File: src/rtl/nmi_pkg.sv
package nmi_pkg;
    localparam int NMI_LEVEL_W = 5;
    localparam int NMI_LEVEL   = 16;
    localparam int MASK_W      = 4;
    localparam int MASK_LOAD   = 15;
    localparam int CFG_W       = 3;
    localparam int CFG_RISE    = 0;
    localparam int CFG_FORCE   = 1;
    localparam int CFG_MLOAD   = 2;

    typedef enum logic [1:0] {
        NS_IDLE    = 2'd0,
        NS_HELD    = 2'd1,
        NS_PRESENT = 2'd2
    } nmi_state_e;
endpackage

File: src/rtl/nmi_sync.sv
module nmi_sync #(
    parameter int STAGES = 2
) (
    input  logic clk,
    input  logic rst_n,
    input  logic din,
    output logic dout
);
    logic [STAGES-1:0] chain;

    generate
        if (STAGES == 1) begin : g_one
            always_ff @(posedge clk or negedge rst_n) begin
                if (!rst_n) chain <= '0;
                else        chain <= din;
            end
        end else begin : g_many
            always_ff @(posedge clk or negedge rst_n) begin
                if (!rst_n) chain <= '0;
                else        chain <= {chain[STAGES-2:0], din};
            end
        end
    endgenerate

    assign dout = chain[STAGES-1];
endmodule

File: src/rtl/nmi_edge_blank.sv
module nmi_edge_blank #(
    parameter int BLANK_CYC = 6
) (
    input  logic clk,
    input  logic rst_n,
    input  logic level_in,
    input  logic pol_rise,
    input  logic restart,
    output logic edge_hit
);
    localparam int CW = $clog2(BLANK_CYC + 1);

    logic          level_prev;
    logic [CW-1:0] blank_cnt;
    logic          raw_edge;

    always_ff @(posedge clk or negedge rst_n) begin
        if (!rst_n) level_prev <= 1'b0;
        else        level_prev <= level_in;
    end

    always_ff @(posedge clk or negedge rst_n) begin
        if (!rst_n)                 blank_cnt <= '0;
        else if (restart)           blank_cnt <= CW'(BLANK_CYC);
        else if (blank_cnt != '0)   blank_cnt <= blank_cnt - 1'b1;
    end

    always_comb begin
        if (pol_rise) raw_edge = level_in & ~level_prev;
        else          raw_edge = ~level_in & level_prev;
    end

    assign edge_hit = raw_edge && (blank_cnt == '0);
endmodule

File: src/rtl/nmi_accept_fsm.sv
module nmi_accept_fsm
    import nmi_pkg::*;
(
    input  logic clk,
    input  logic rst_n,
    input  logic edge_hit,
    input  logic accept_ok,
    input  logic ack,
    input  logic mload_en,
    output logic req,
    output logic mask_load
);
    nmi_state_e state, state_nx;

    always_comb begin
        state_nx = state;
        unique case (state)
            NS_IDLE: begin
                if (edge_hit) state_nx = accept_ok ? NS_PRESENT : NS_HELD;
            end
            NS_HELD: begin
                if (accept_ok) state_nx = NS_PRESENT;
            end
            NS_PRESENT: begin
                if (edge_hit)       state_nx = accept_ok ? NS_PRESENT : NS_HELD;
                else if (ack)       state_nx = NS_IDLE;
                else if (!accept_ok) state_nx = NS_HELD;
            end
            default: state_nx = NS_IDLE;
        endcase
    end

    always_ff @(posedge clk or negedge rst_n) begin
        if (!rst_n) state <= NS_IDLE;
        else        state <= state_nx;
    end

    always_comb begin
        req       = (state == NS_PRESENT);
        mask_load = (state == NS_PRESENT) && ack && mload_en;
    end
endmodule

File: src/rtl/nmi_accept_unit.sv
module nmi_accept_unit
    import nmi_pkg::*;
#(
    parameter int SYNC_STAGES = 2,
    parameter int BLANK_CYC   = 6
) (
    input  logic                   clk,
    input  logic                   rst_n,
    input  logic                   nmi_pin,
    input  logic                   cfg_we,
    input  logic [CFG_W-1:0]       cfg_wdata,
    input  logic                   cpu_block,
    input  logic                   cpu_sleep,
    input  logic                   nmi_ack,
    output logic                   nmi_req,
    output logic [NMI_LEVEL_W-1:0] nmi_level,
    output logic                   mask_we,
    output logic [MASK_W-1:0]      mask_val
);
    logic cfg_rise, cfg_force, cfg_mload;
    logic pin_sync, pol_change, edge_hit, accept_ok;

    always_ff @(posedge clk or negedge rst_n) begin
        if (!rst_n) begin
            cfg_rise  <= 1'b1;
            cfg_force <= 1'b0;
            cfg_mload <= 1'b0;
        end else if (cfg_we) begin
            cfg_rise  <= cfg_wdata[CFG_RISE];
            cfg_force <= cfg_wdata[CFG_FORCE];
            cfg_mload <= cfg_wdata[CFG_MLOAD];
        end
    end

    assign pol_change = cfg_we && (cfg_wdata[CFG_RISE] != cfg_rise);
    assign accept_ok  = !cpu_block || cpu_sleep || cfg_force;

    nmi_sync #(.STAGES(SYNC_STAGES)) u_sync (
        .clk(clk), .rst_n(rst_n), .din(nmi_pin), .dout(pin_sync)
    );

    nmi_edge_blank #(.BLANK_CYC(BLANK_CYC)) u_edge (
        .clk(clk), .rst_n(rst_n), .level_in(pin_sync), .pol_rise(cfg_rise),
        .restart(pol_change), .edge_hit(edge_hit)
    );

    nmi_accept_fsm u_fsm (
        .clk(clk), .rst_n(rst_n), .edge_hit(edge_hit), .accept_ok(accept_ok),
        .ack(nmi_ack), .mload_en(cfg_mload), .req(nmi_req), .mask_load(mask_we)
    );

    assign nmi_level = NMI_LEVEL_W'(NMI_LEVEL);
    assign mask_val  = MASK_W'(MASK_LOAD);
endmodule

File: config.mk
export PLATFORM = sky130hd
export DESIGN_NAME = nmi_accept_unit
export DESIGN_NICKNAME = d
export VERILOG_FILES = /design/src/rtl/nmi_pkg.sv /design/src/rtl/nmi_sync.sv /design/src/rtl/nmi_edge_blank.sv /design/src/rtl/nmi_accept_fsm.sv /design/src/rtl/nmi_accept_unit.sv
export SDC_FILE = /design/constraint.sdc
export NUM_CORES = 1
export LEC_CHECK = 0
export ABC_AREA = 0
export BUFFER_PORTS_ARGS = -buffer_cell sky130_fd_sc_hd__buf_2
export CAP_MARGIN = 25
export CORE_MARGIN = 2
export CORE_UTILIZATION = 25
export CTS_CLUSTER_SIZE = 14
export DETAILED_ROUTE_END_ITERATION = 10
export GPL_TIMING_DRIVEN = 0
export REMOVE_ABC_BUFFERS = 1
export SYNTH_ARGS = -nofsm -noshare
export SYNTH_HDL_FRONTEND = slang
export SYNTH_SLANG_ARGS = --single-unit
File: constraint.sdc
create_clock -name clk -period 1.6 [get_ports clk]
set_clock_uncertainty 0.1 [all_clocks]
set_input_delay 0 -clock clk [delete_from_list [all_inputs] [get_ports clk]]
set_output_delay 0 -clock clk [all_outputs]
set_load 0.03 [all_outputs]
# ---- Word-level counts from Yosys, hierarchy flattened
# Index checks and enable logic that the tools add are counted.
dict set report word_totals {
  regBits 11
  memories 0
  latch_bits 0
  mem_bits_ro 0
  word_cells 40
  out_inout_bits 11
  ram_bits 0
}
dict set report op_classes {
  n_addsub 1
  multipliers 0
  n_div 0
  n_eq_ne 6
  bitwise_logic 4
  reduce_logical 12
  mux 10
  shifts 0
  n_lt_le_gt_ge 0
}
# cell n
set ops {}
lappend ops {{2-bit two-way mux} 6}
lappend ops {{3-bit two-way mux} 2}
lappend ops {{2-bit one-hot mux with 3 select lines} 1}
lappend ops {{1-bit logical AND} 4}
lappend ops {{4-bit inequality test (second input constant)} 1}
lappend ops {{3-bit logical NOT} 1}
lappend ops {{3-bit AND reduction} 1}
lappend ops {{3-bit nonzero test} 1}
lappend ops {{3-bit by 1-bit subtractor with 3-bit output (second input constant)} 1}
lappend ops {{1-bit bitwise AND} 2}
lappend ops {{2-bit by 1-bit == test with 1-bit output (second input constant)} 1}
lappend ops {{2-bit == test (second input constant)} 1}
lappend ops {{2-bit logical NOT} 1}
lappend ops {{1-bit logical OR} 2}
lappend ops {{2-bit by 1-bit inequality test with 1-bit output (second input constant)} 1}
lappend ops {{2-bit inequality test (second input constant)} 1}
lappend ops {{1-bit inverter} 2}
lappend ops {{2-bit nonzero test} 1}
lappend ops {{1-bit logical NOT} 1}
lappend ops {{1-bit two-way mux} 1}
lappend ops {{1-bit inequality test} 1}

# ---- Depth between registers and ports, before layout
# Gate-level depths: netlist of run 1.
dict set report depth {
  depth_word 7
  mapped_depth 5
  ltp_nobuf 5
}

# ---- Cells and area by module
# From an unflattened synthesis of run 1, not the netlist that was laid out.
dict set report hier_totals {
  cells_unflattened 51
  area_unflattened_um2 571.8
}
# module area_per_inst_um2 instances cells_each seq_area_each_um2
set by_module_without_submodules {}
lappend by_module_without_submodules {nmi_edge_blank 211.5 1 20 100.1}
lappend by_module_without_submodules {nmi_accept_unit 210.2 1 20 76.3}
lappend by_module_without_submodules {nmi_accept_fsm 100.1 1 9 50.0}
lappend by_module_without_submodules {nmi_sync 50.0 1 2 50.0}

# ---- Worst setup path before layout of run 1
# OpenSTA, ideal clock, no wires.
dict set report synth_path {
  path_type {reg2out}
  startpoint {register u_fsm.state[0]}
  endpoint {output port mask_we}
  t_arrival_ns 1.290
  required_ns 1.500
  path_stages_with_launch 3
  path_slack_ns 0.210
  path_cell_list {dfrtp_1 > nor2b_1 > and3_1}
}
dict set report synth_via {
  elab_chain_cells 3
}
# item line_no
set synth_lines {}
lappend synth_lines {{start, declared} nmi_accept_fsm.sv:13} ;# nmi_state_e state, state_nx;
lappend synth_lines {{start signal, assigned} nmi_accept_fsm.sv:35} ;# else state <= state_nx;
lappend synth_lines {{2-bit == test} -}
lappend synth_lines {{net nmi_req} nmi_accept_unit.sv:15} ;# output logic nmi_req,
lappend synth_lines {{1-bit logical AND (2 in a row)} nmi_accept_fsm.sv:40} ;# mask_load = (state == NS_PRESENT) && ack && mload_en;
lappend synth_lines {{end, declared} nmi_accept_unit.sv:17} ;# output logic mask_we,
# The timed path passes the listed nets, and every way through them passes these cells.

# ---- Worst setup path after layout of run 1
dict set report layout_path {
  startpoint {input port cfg_we}
  endpoint {register cfg_mload}
}
# item line_no
set layout_lines {}
lappend layout_lines {{start, declared} nmi_accept_unit.sv:10} ;# input logic cfg_we,
lappend layout_lines {{end signal, assigned} nmi_accept_unit.sv:31} ;# cfg_mload <= cfg_wdata[CFG_MLOAD];
lappend layout_lines {{end, declared} nmi_accept_unit.sv:20} ;# logic cfg_rise, cfg_force, cfg_mload;
# No word-level cell between the ends.

==> results of run 1 <==
[Yosys cell counts, types with 2 or more instances]
| cell type | number |
|---|---|
| a21oi_1 | 3 |
| buf_4 | 9 |
| conb_1 | 2 |
| dfrtp_1 | 10 |
| ha_1 | 2 |
| inv_1 | 3 |
| mux2_1 | 4 |
| nand2_1 | 4 |
| nor2_1 | 2 |
| nor2b_1 | 2 |
[cell type report]
class | count | area [µm²]
Clock buffer | 3 | 22.5
Clock inverter | 1 | 5.00
Fill cell | 217 | 1390
Inverter | 3 | 11.3
Multi-Input combinational cell | 35 | 226
Sequential cell | 11 | 277
Tap cell | 28 | 35.0
Timing Repair Buffer | 24 | 185
[worst max path at each step]
stage / start / end / cells after the start
finish: cfg_we / cfg_mload$_DFFE_PN0P_ / 4
CTS: cfg_we / cfg_mload$_DFFE_PN0P_ / 4
global route: cfg_we / cfg_mload$_DFFE_PN0P_ / 4
floorplan: u_fsm.state[0]$_DFFE_PN0P_ / mask_we / 2
global placement: u_edge.blank_cnt[0]$_DFFE_PN0P_ / u_fsm.state[0]$_DFFE_PN0P_ / 5
detailed placement: u_edge.blank_cnt[0]$_DFFE_PN0P_ / u_fsm.state[1]$_DFFE_PN0P_ / 5
[metal layers]
metal / global-route usage (%) / up-vias / routed length [µm]
li1: - / 200 / -
met1: 8.41 / 180 / 374
met2: 13.6 / 18 / 404
met3: 4.68 / 0 / 85
met4: 1.35 / 0 / 0
met5: 0 / - / 0
[flip-flops by register name (all words and copies together), names as in the netlist]
signal / cells
cfg_rise: 1
u_edge.level_prev: 1
u_edge.blank_cnt: 3
cfg_mload: 1
u_sync.chain: 2
u_fsm.state: 2
cfg_force: 1
[logic make-up (layout without fill, tap and decap cells)]
kind of cell / Yosys count / in the layout
AND/OR/NAND/NOR: 12 / 12
buffers and inverters: 12 / 31
flip-flops: 11 / 11
AO/OA/AOI/OAI: 5 / 5
multiplexers: 5 / 5
adder cells (fa/ha/maj): 2 / 2
other: 2 / 9
XOR/XNOR: 2 / 2
[per-stage QoR]
step / setup WS, ps / utilization, % / std cells
after floorplan: 210 / - / 49
after global placement: 253 / 28.1 / 88
after detailed placement: 177 / 28.1 / 88
after CTS: 111 / 35.5 / 105
after global routing: 56.4 / 35.5 / 105
final: 76.0 / 35.5 / 105
[power by group through the flow]
stage          combinational (µW)  clock [µW]  sequential [µW]
2_1_floorplan                 186           0              359
3_3_place_gp                  221           0              362
3_5_place_dp                  235           0              365
4_1_cts                       265         194              360
5_1_grt                       303         214              367
6_report                      261         183              359
==> results.json, run 1 <==
{
  "regToRegStartpoint": "cfg_force$_DFFE_PN0P_",
  "synthesis.instances": 51,
  "timing.final.max_slew_violations": 0,
  "die_height_um": 51.1,
  "synth-seq-area-share_pct": 49.8,
  "timing.critical_path.slowest_stage_cell": "dlygate4sd3_1",
  "total_switching_power_uw": 253,
  "globalRoute.totalOverflow": 0,
  "synth_compound_area_share_pct": 5.63,
  "ant_nets": 0,
  "first_pass_iters": 1,
  "buffer_cell_driving_the_clock_tree_root": "clkbuf_4",
  "peakVddDrop_uv": 519,
  "syn-mean-instance-area_um2": 10.9,
  "route.vias.total": 398,
  "num_antenna_cells": 0,
  "netSwitchingFraction_pct": 31.5,
  "rsz_0062_raised_after_global_routing": "false",
  "grt_antenna_before_repair": 0,
  "rr_worst_depth": 2,
  "worstPathRequired_ps": 1640,
  "first_global_vias": 383,
  "cts_hold_repair.buffers": 13,
  "starting_utilization_of_the_core_area_pct": 25.9,
  "final_hold_slack_ps": 23.0,
  "worst_skew_pair.late_latency_ps": 260,
  "critPathBufInv": 3,
  "routedWlPerCell_um": 8.23,
  "report.power.total_uw": 802,
  "yosys-mux-area-fraction_pct": 9.91,
  "cts.htree.levels": 1,
  "worstPathMaxFanout": 5,
  "design.die.area_um2": 2620,
  "yosys_warnings": 0,
  "final_design_area_no_fill_um2": 762,
  "number_of_placement_rows": 17,
  "yosys.area_share.xor_xnor_pct": 3.15,
  "critical_path.endpoint_type": "register",
  "final_min_period_over_clock_period_pct": 95.3,
  "cpPeakStageDelay_ps": 560,
  "share_seq_of_total_power_pct": 44.7,
  "proportion_of_synthesized_flip_flops_having_asynchronous_set_or_reset_pct": 100,
  "yosys.area_share.adder_pct": 4.50,
  "hold_viol_final": 0,
  "clock_sinks": 11,
  "critical_path.cell_chain": "dlygate4sd3_1 > buf_2 > mux2_1 > dlygate4sd3_1",
  "grt_pass1_wl_mm": 1.52,
  "hp-class": "primary input to async pin",
  "ioPinCount": 21,
  "mostFrequentLayoutCells": "dlygate4sd3_1, buf_2, dfrtp_1, conb_1",
  "synth.area.top_cells": "dfrtp_1, buf_4, mux2_1",
  "gp_congestion": 0.579,
  "timing.final.crit_period_ps": 1520,
  "hpwlAfterDp_um": 650,
  "netlist-cell-type-count": 20,
  "worstReg2RegEnd": "cfg_force$_DFFE_PN0P_",
  "synth_top_cell_area_share_pct": 45.0,
  "timing.setup.critical_path_class": "primary input to register",
  "detail_route.vias_per_cell": 3.79,
  "internal-power_uw": 550,
  "layout.cells.most_common": "dlygate4sd3_1",
  "drcViolationCount": 0,
  "p_leak_uw": 0.000375,
  "synth-edff-count": 0,
  "timing.max_cap.violations": 0,
  "ys_ff_latch": 11,
  "synth_simple_gate_area_share_pct": 11.5,
  "worst_setup_hold_path_clk_slew_ps": 70,
  "critical_path_arrival_ps": 1570,
  "clk_path_buf_depth": 2,
  "grt_max_degree": 12,
  "drt_iter0_markers": 0,
  "critical_path.top_delay_family": "buffers and inverters",
  "place_area_um2": 604,
  "grt_usage_pct": 7.93,
  "numCtsBuffers": 3,
  "area_growth_syn_to_layout_pct": 37.2,
  "synth_area_um2": 556,
  "nets_finish": 90,
  "layout-drive-gt1-share_pct": 20.8,
  "ff2ff_setup_slack_ps": 180,
  "core_region_area_um2": 2150,
  "die_x_um": 51.1,
  "share_clk_of_total_power_pct": 22.8,
  "power.combinational.fraction_pct": 32.5,
  "synthFlopType": "dfrtp_1",
  "synth_area_leader_cell": "dfrtp_1",
  "main_combinational_cell_family_by_area_after_synthesis": "buffers and inverters",
  "max_freq_mhz": 656,
  "postRouteWirelength_um": 864,
  "timing.final.setup_violations": 0,
  "timing.critical_path.mode_cell": "dlygate4sd3_1",
  "placement.io_buffers": 11,
  "cts_setup_buffers": 0,
  "post_cts_resize_count": 0,
  "cts_tree": "done",
  "totalNegativeSetupSlack_ps": 0,
  "result_of_the_run": "finished, final reports clean",
  "critPathLaunchType": "primary input",
  "power_per_cell_area_nw_per_um2": 1050
}
(Power assumes the default switching activity.)
==> run 2: changes to the inputs <==
- PLACE_DENSITY: unset -> 0.53
- TNS_END_PERCENT: unset -> 30
- clock period: 1.6 -> 1.38 ns (I/O delays scaled with it)
==> run 2 against run 1 <==
- non-clock buffer count down 2
- die area unchanged
- sequential power increased by 16%
- via count down 3.0%
- register-to-register slack worse by 120 ps
- hold slack worse by 5.2 ps
- routed wire length is 2.2% lower
- global-route usage fell by 0.61 points
- largest cell class unchanged
- highest routed layer unchanged
==> results.json, run 2 (synthesis results as in run 1) <==
{
  "netSwitchingFraction_pct": 30.6,
  "num_antenna_cells": 0,
  "p_leak_uw": 0.000373,
  "core_region_area_um2": 2150,
  "critical_path_arrival_ps": 1410,
  "worst_setup_hold_path_clk_slew_ps": 60,
  "total_switching_power_uw": 303,
  "regToRegStartpoint": "cfg_rise$_DFFE_PN1P_",
  "internal-power_uw": 688,
  "n_fill_cell": 229,
  "critPathBufInv": 0,
  "buffer_cell_driving_the_clock_tree_root": "clkbuf_4",
  "worstPathRequired_ps": 1470,
  "cpPeakStageDelay_ps": 380,
  "postRouteWirelength_um": 845,
  "grt_antenna_before_repair": 0,
  "wl_met1_um": 369,
  "grt_max_degree": 12,
  "timing.final.crit_period_ps": 1320,
  "registers.top_by_ff_count": "u_edge.blank_cnt",
  "cts.htree.levels": 1,
  "area_growth_syn_to_layout_pct": 34.2,
  "hold_viol_final": 0,
  "first_pass_iters": 4,
  "setup_slack_ps": 62.0,
  "timing.setup.critical_path_class": "register to register",
  "first_global_vias": 349,
  "dr_wl_met3_um": 71,
  "stdcell_count": 103,
  "cts_tree": "done",
  "number_of_placement_rows": 17,
  "numCtsBuffers": 3,
  "critical_path.top_delay_family": "compound AO/OA/AOI/OAI gates",
  "timing.final.setup_violations": 0,
  "detail_route.vias_per_cell": 3.75,
  "layout-drive-gt1-share_pct": 29.3,
  "grt_usage_pct": 7.32,
  "power.combinational.fraction_pct": 37.1,
  "rr_worst_depth": 3,
  "mostFrequentLayoutCells": "buf_2, dfrtp_1, conb_1, dlygate4sd3_1",
  "drt_iter0_markers": 10,
  "clk_path_buf_depth": 2,
  "grt_pass1_wl_mm": 1.39,
  "clock_sinks": 11,
  "ff2ff_setup_slack_ps": 60,
  "utilization_pct": 34.7,
  "timing.critical_path.slowest_stage_cell": "dfstp_2",
  "hp-class": "primary input to async pin",
  "drcViolationCount": 0,
  "worstReg2RegEnd": "u_fsm.state[0]$_DFFE_PN0P_",
  "die_height_um": 51.1,
  "gp_congestion": 0.644,
  "power_per_cell_area_nw_per_um2": 1330,
  "rsz_0062_raised_after_global_routing": "false",
  "layout.cells.most_common": "buf_2",
  "starting_utilization_of_the_core_area_pct": 25.9,
  "max_freq_mhz": 759,
  "ant_nets": 0,
  "result_of_the_run": "finished, final reports clean",
  "critPathLaunchType": "register",
  "worst_skew_pair.late_latency_ps": 260,
  "timing.final.max_slew_violations": 0,
  "largest_register_ff_count": 3,
  "design.die.area_um2": 2620,
  "critical_path.cell_chain": "or3b_1 > a211o_1 > a21oi_1",
  "topRoutingLayerUsed": "met3",
  "peakVddDrop_uv": 740,
  "detailroute.wirelength.met2_um": 404,
  "placedCellCount": 88,
  "report.power.total_uw": 992,
  "ioPinCount": 21,
  "placement.io_buffers": 11,
  "totalNegativeSetupSlack_ps": 0,
  "share_clk_of_total_power_pct": 21.0,
  "timing.max_cap.violations": 0,
  "globalRoute.totalOverflow": 0,
  "largest_regs": "u_edge.blank_cnt: 3 flops, u_fsm.state: 2 flops, u_sync.chain: 2 flops",
  "final_min_period_over_clock_period_pct": 95.5,
  "hpwlAfterDp_um": 620,
  "die_x_um": 51.1,
  "nets_finish": 88,
  "critical_path.endpoint_type": "register",
  "place_ws_ps": -27.5,
  "share_seq_of_total_power_pct": 41.9,
  "routedWlPerCell_um": 8.20,
  "route.vias.total": 386,
  "worstPathMaxFanout": 4
}
## run 2: cell count changes in the layout (fill, tap and decap cells not counted), sizes merged
cell / change
buf: +3
clkbuf: +1
dlygate4sd3: -5
clkinv: -1
## run 2: final cells by class
type / count / area, µm² / area share (%)
Tap cell: 28 / 35.0 / 4.70
Clock buffer: 4 / 26.3 / 3.52
Inverter: 3 / 11.3 / 1.51
Multi-Input combinational cell: 35 / 239 / 32.0
Timing Repair Buffer: 22 / 158 / 21.1
Sequential cell: 11 / 277 / 37.1
## run 2: how the worst max path moves through the flow
stage	endpoint	cells after the start	startpoint	slack (ps)
floorplan	mask_we	2	u_fsm.state[0]$_DFFE_PN0P_	-10
detailed placement	u_fsm.state[0]$_DFFE_PN0P_	5	u_edge.blank_cnt[0]$_DFFE_PN0P_	-30
global placement	u_fsm.state[1]$_DFFE_PN0P_	5	u_edge.blank_cnt[0]$_DFFE_PN0P_	20
global route	u_fsm.state[0]$_DFFE_PN0P_	3	cfg_rise$_DFFE_PN1P_	7
CTS	u_fsm.state[0]$_DFFE_PN0P_	3	cfg_rise$_DFFE_PN1P_	6
finish	u_fsm.state[0]$_DFFE_PN0P_	3	cfg_rise$_DFFE_PN1P_	60
## run 2: worst register-to-register path: cells and delay by family (launching register included)
kind	cells	cell delay, ps
DFF	1	380
AOI/OAI and AO/OA	2	400
and+or+nand+nor	1	370
## run 2: layer usage
layer  global-route usage (%)  up-vias
li1                         -      197
met1                     7.54      172
met2                     12.6       17
met3                     4.68        0
met4                     1.35        0
met5                        0        -
## run 2: stage by stage
step                hold slack, ps  cell area [µm²]
CTS                           6.65              728
detailed placement            -222              604
floorplan                     -396              514
global placement              -220              604
global route                  42.6              746
finish                        17.8              746
## run 2: power by group through the flow
stage / clock (µW) / combinational [µW] / sequential, µW
after detailed placement: 0 / 274 / 422
after CTS: 219 / 329 / 417
after floorplan: 0 / 215 / 416
after global routing: 243 / 417 / 420
final: 208 / 368 / 416
after global placement: 0 / 261 / 421
## run 2: timing repair
item                                   in CTS  in global routing
resized for setup                           2                  2
endpoints found under the hold margin      20                  0
hold buffers                                8                  0
pin swaps                                   0                  3
setup endpoints to repair                   3                  4
buffers inserted                            1                  2
==> run 3: changes to the inputs <==
- CTS_BUF_LIST: unset -> sky130_fd_sc_hd__clkbuf_8
- PLACE_DENSITY: 0.53 -> 0.51
- clock period: 1.38 -> 1.3 ns (I/O delays scaled with it)
==> run 3 against run 2 <==
- final cell count unchanged
- the run now ends with negative setup slack left
- design area up 4.4%
- setup slack worse by 100 ps
- routed wire length up 17%
- global-route usage up 2.0 points
- maximum frequency down 1.7%
- sequential power up 7.9%
- hold slack better by 41 ps
- combinational power up 4%
- count of clock-buffer cells in the layout down 1
- clock power up 57%
==> results.json, run 3 (synthesis results as in run 1) <==
{
  "result_of_the_run": "finished, violations left",
  "failed_checks": "negative setup slack",
  "stdcell_count": 103,
  "layout.cells.most_common": "buf_2",
  "grt_pass1_wl_mm": 1.70,
  "timing.max_cap.violations": 0,
  "mostFrequentLayoutCells": "buf_2, dfrtp_1, conb_1, dlygate4sd3_1",
  "layout-drive-gt1-share_pct": 32.0,
  "core_region_area_um2": 2150,
  "starting_utilization_of_the_core_area_pct": 25.9,
  "rsz_0062_raised_after_global_routing": "true",
  "grt_usage_pct": 9.31,
  "clock_sinks": 11,
  "placement.io_buffers": 11,
  "total_switching_power_uw": 352,
  "globalRoute.totalOverflow": 0,
  "setup_slack_ps": -40.6,
  "nets_finish": 88,
  "final_min_period_over_clock_period_pct": 103,
  "power_per_cell_area_nw_per_um2": 1490,
  "n_fill_cell": 220,
  "hold_viol_final": 0,
  "timing.final.max_slew_violations": 0,
  "power.combinational.fraction_pct": 33.1,
  "share_clk_of_total_power_pct": 28.2,
  "share_seq_of_total_power_pct": 38.8,
  "first_pass_iters": 4,
  "final_hold_slack_ps": 58.8,
  "timing.final.setup_violations": 2,
  "grt_max_degree": 12,
  "netSwitchingFraction_pct": 30.4,
  "critical_path.cell_chain": "or3b_1 > a211o_1 > a21boi_1",
  "routedWlPerCell_um": 9.58,
  "drcViolationCount": 0,
  "p_leak_uw": 0.000384,
  "timing.critical_path.slowest_stage_cell": "dfrtp_1",
  "critPathLaunchType": "register",
  "worst_setup_hold_path_clk_slew_ps": 50,
  "grt_antenna_before_repair": 0,
  "ant_nets": 0,
  "hpwlAfterDp_um": 623,
  "worst_skew_pair.late_latency_ps": 230,
  "drt_iter0_markers": 4,
  "largest_regs": "u_edge.blank_cnt: 3 flops, u_fsm.state: 2 flops, u_sync.chain: 2 flops",
  "clk_path_buf_depth": 2,
  "cts_tree": "done",
  "number_of_placement_rows": 17,
  "area_growth_syn_to_layout_pct": 40.1,
  "hp-class": "primary input to register",
  "placedCellCount": 88,
  "die_x_um": 51.1,
  "timing.final.crit_period_ps": 1340,
  "worstPathMaxFanout": 2,
  "cpPeakStageDelay_ps": 370,
  "first_global_vias": 409,
  "gp_congestion": 0.623,
  "regToRegStartpoint": "u_sync.chain[1]$_DFF_PN0_",
  "critical_path_arrival_ps": 1400,
  "hold_path.startpoint": "nmi_ack",
  "worstPathRequired_ps": 1360,
  "internal-power_uw": 807,
  "critical_path.endpoint_type": "register",
  "max_freq_mhz": 746,
  "final_design_area_no_fill_um2": 778,
  "largest_register_ff_count": 3,
  "route.vias.total": 408,
  "postRouteWirelength_um": 987,
  "cts.htree.levels": 1,
  "num_antenna_cells": 0,
  "numCtsBuffers": 3,
  "design.die.area_um2": 2620,
  "totalNegativeSetupSlack_ps": -53.0,
  "place_area_um2": 604,
  "die_height_um": 51.1,
  "critical_path.startpoint": "u_sync.chain[1]$_DFF_PN0_",
  "registers.top_by_ff_count": "u_edge.blank_cnt",
  "ioPinCount": 21,
  "timing.setup.critical_path_class": "register to register",
  "peakVddDrop_uv": 910,
  "utilization_pct": 36.2,
  "detail_route.vias_per_cell": 3.96,
  "buffer_cell_driving_the_clock_tree_root": "clkbuf_8"
}
[run 3: what timing repair did]
action                     CTS  global route
hold endpoints to repair    20             0
setup endpoints to repair    3             5
hold buffers                 8             0
resized for setup            4             3
pin swaps                    5             0
setup buffers                3             0
[run 3: stage by stage]
step	total power, µW	worst slack, ps
after global routing	1260	-115
after global placement	724	-69.2
after detailed placement	736	-104
after CTS	1170	-13.1
final	1160	-40.6
after floorplan	670	-90.3
[run 3: final timing paths]
check | to | cells after the start | slack (ps)
min in group asynchronous | u_edge.level_prev$_DFF_PN0_ | 2 | 70
min | u_fsm.state[0]$_DFFE_PN0P_ | 4 | 60
max reg2reg | u_fsm.state[1]$_DFFE_PN0P_ | 3 | -40
max | u_fsm.state[1]$_DFFE_PN0P_ | 3 | -40
max in group asynchronous | cfg_rise$_DFFE_PN1P_ | 2 | 770
min reg2reg | u_sync.chain[1]$_DFF_PN0_ | 0 | 260
[run 3: cell type report]
type	instances	area (µm²)	share of cell area, %
inverter	3	11.3	1.45
timing repair buffer	22	158	20.3
sequential	11	277	35.5
clock inverter	1	3.75	0.482
tap	28	35.0	4.50
clock buffer	3	41.3	5.31
multi-input combinational	35	253	32.5
[run 3: critical path, delay by kind of cell, from the launching register on]
| family | cells | cell delay, ps |
|---|---|---|
| simple gates | 1 | 370 |
| flops | 1 | 370 |
| compound gates | 2 | 430 |
[run 3: routing by layer]
metal	track usage [%]	vias to the layer above	routed length, µm
li1	-	194	-
met1	10.1	187	418
met2	14.7	23	476
met3	2.63	4	57
met4	8.11	0	34
met5	0	-	0
[run 3: power groups by stage]
stage                     Clock, µW  Sequential (µW)  Combinational [µW]
after floorplan                   0              441                 229
after global placement            0              447                 277
after detailed placement          0              449                 288
after CTS                       340              445                 386
after global routing            352              460                 446
final                           327              449                 384
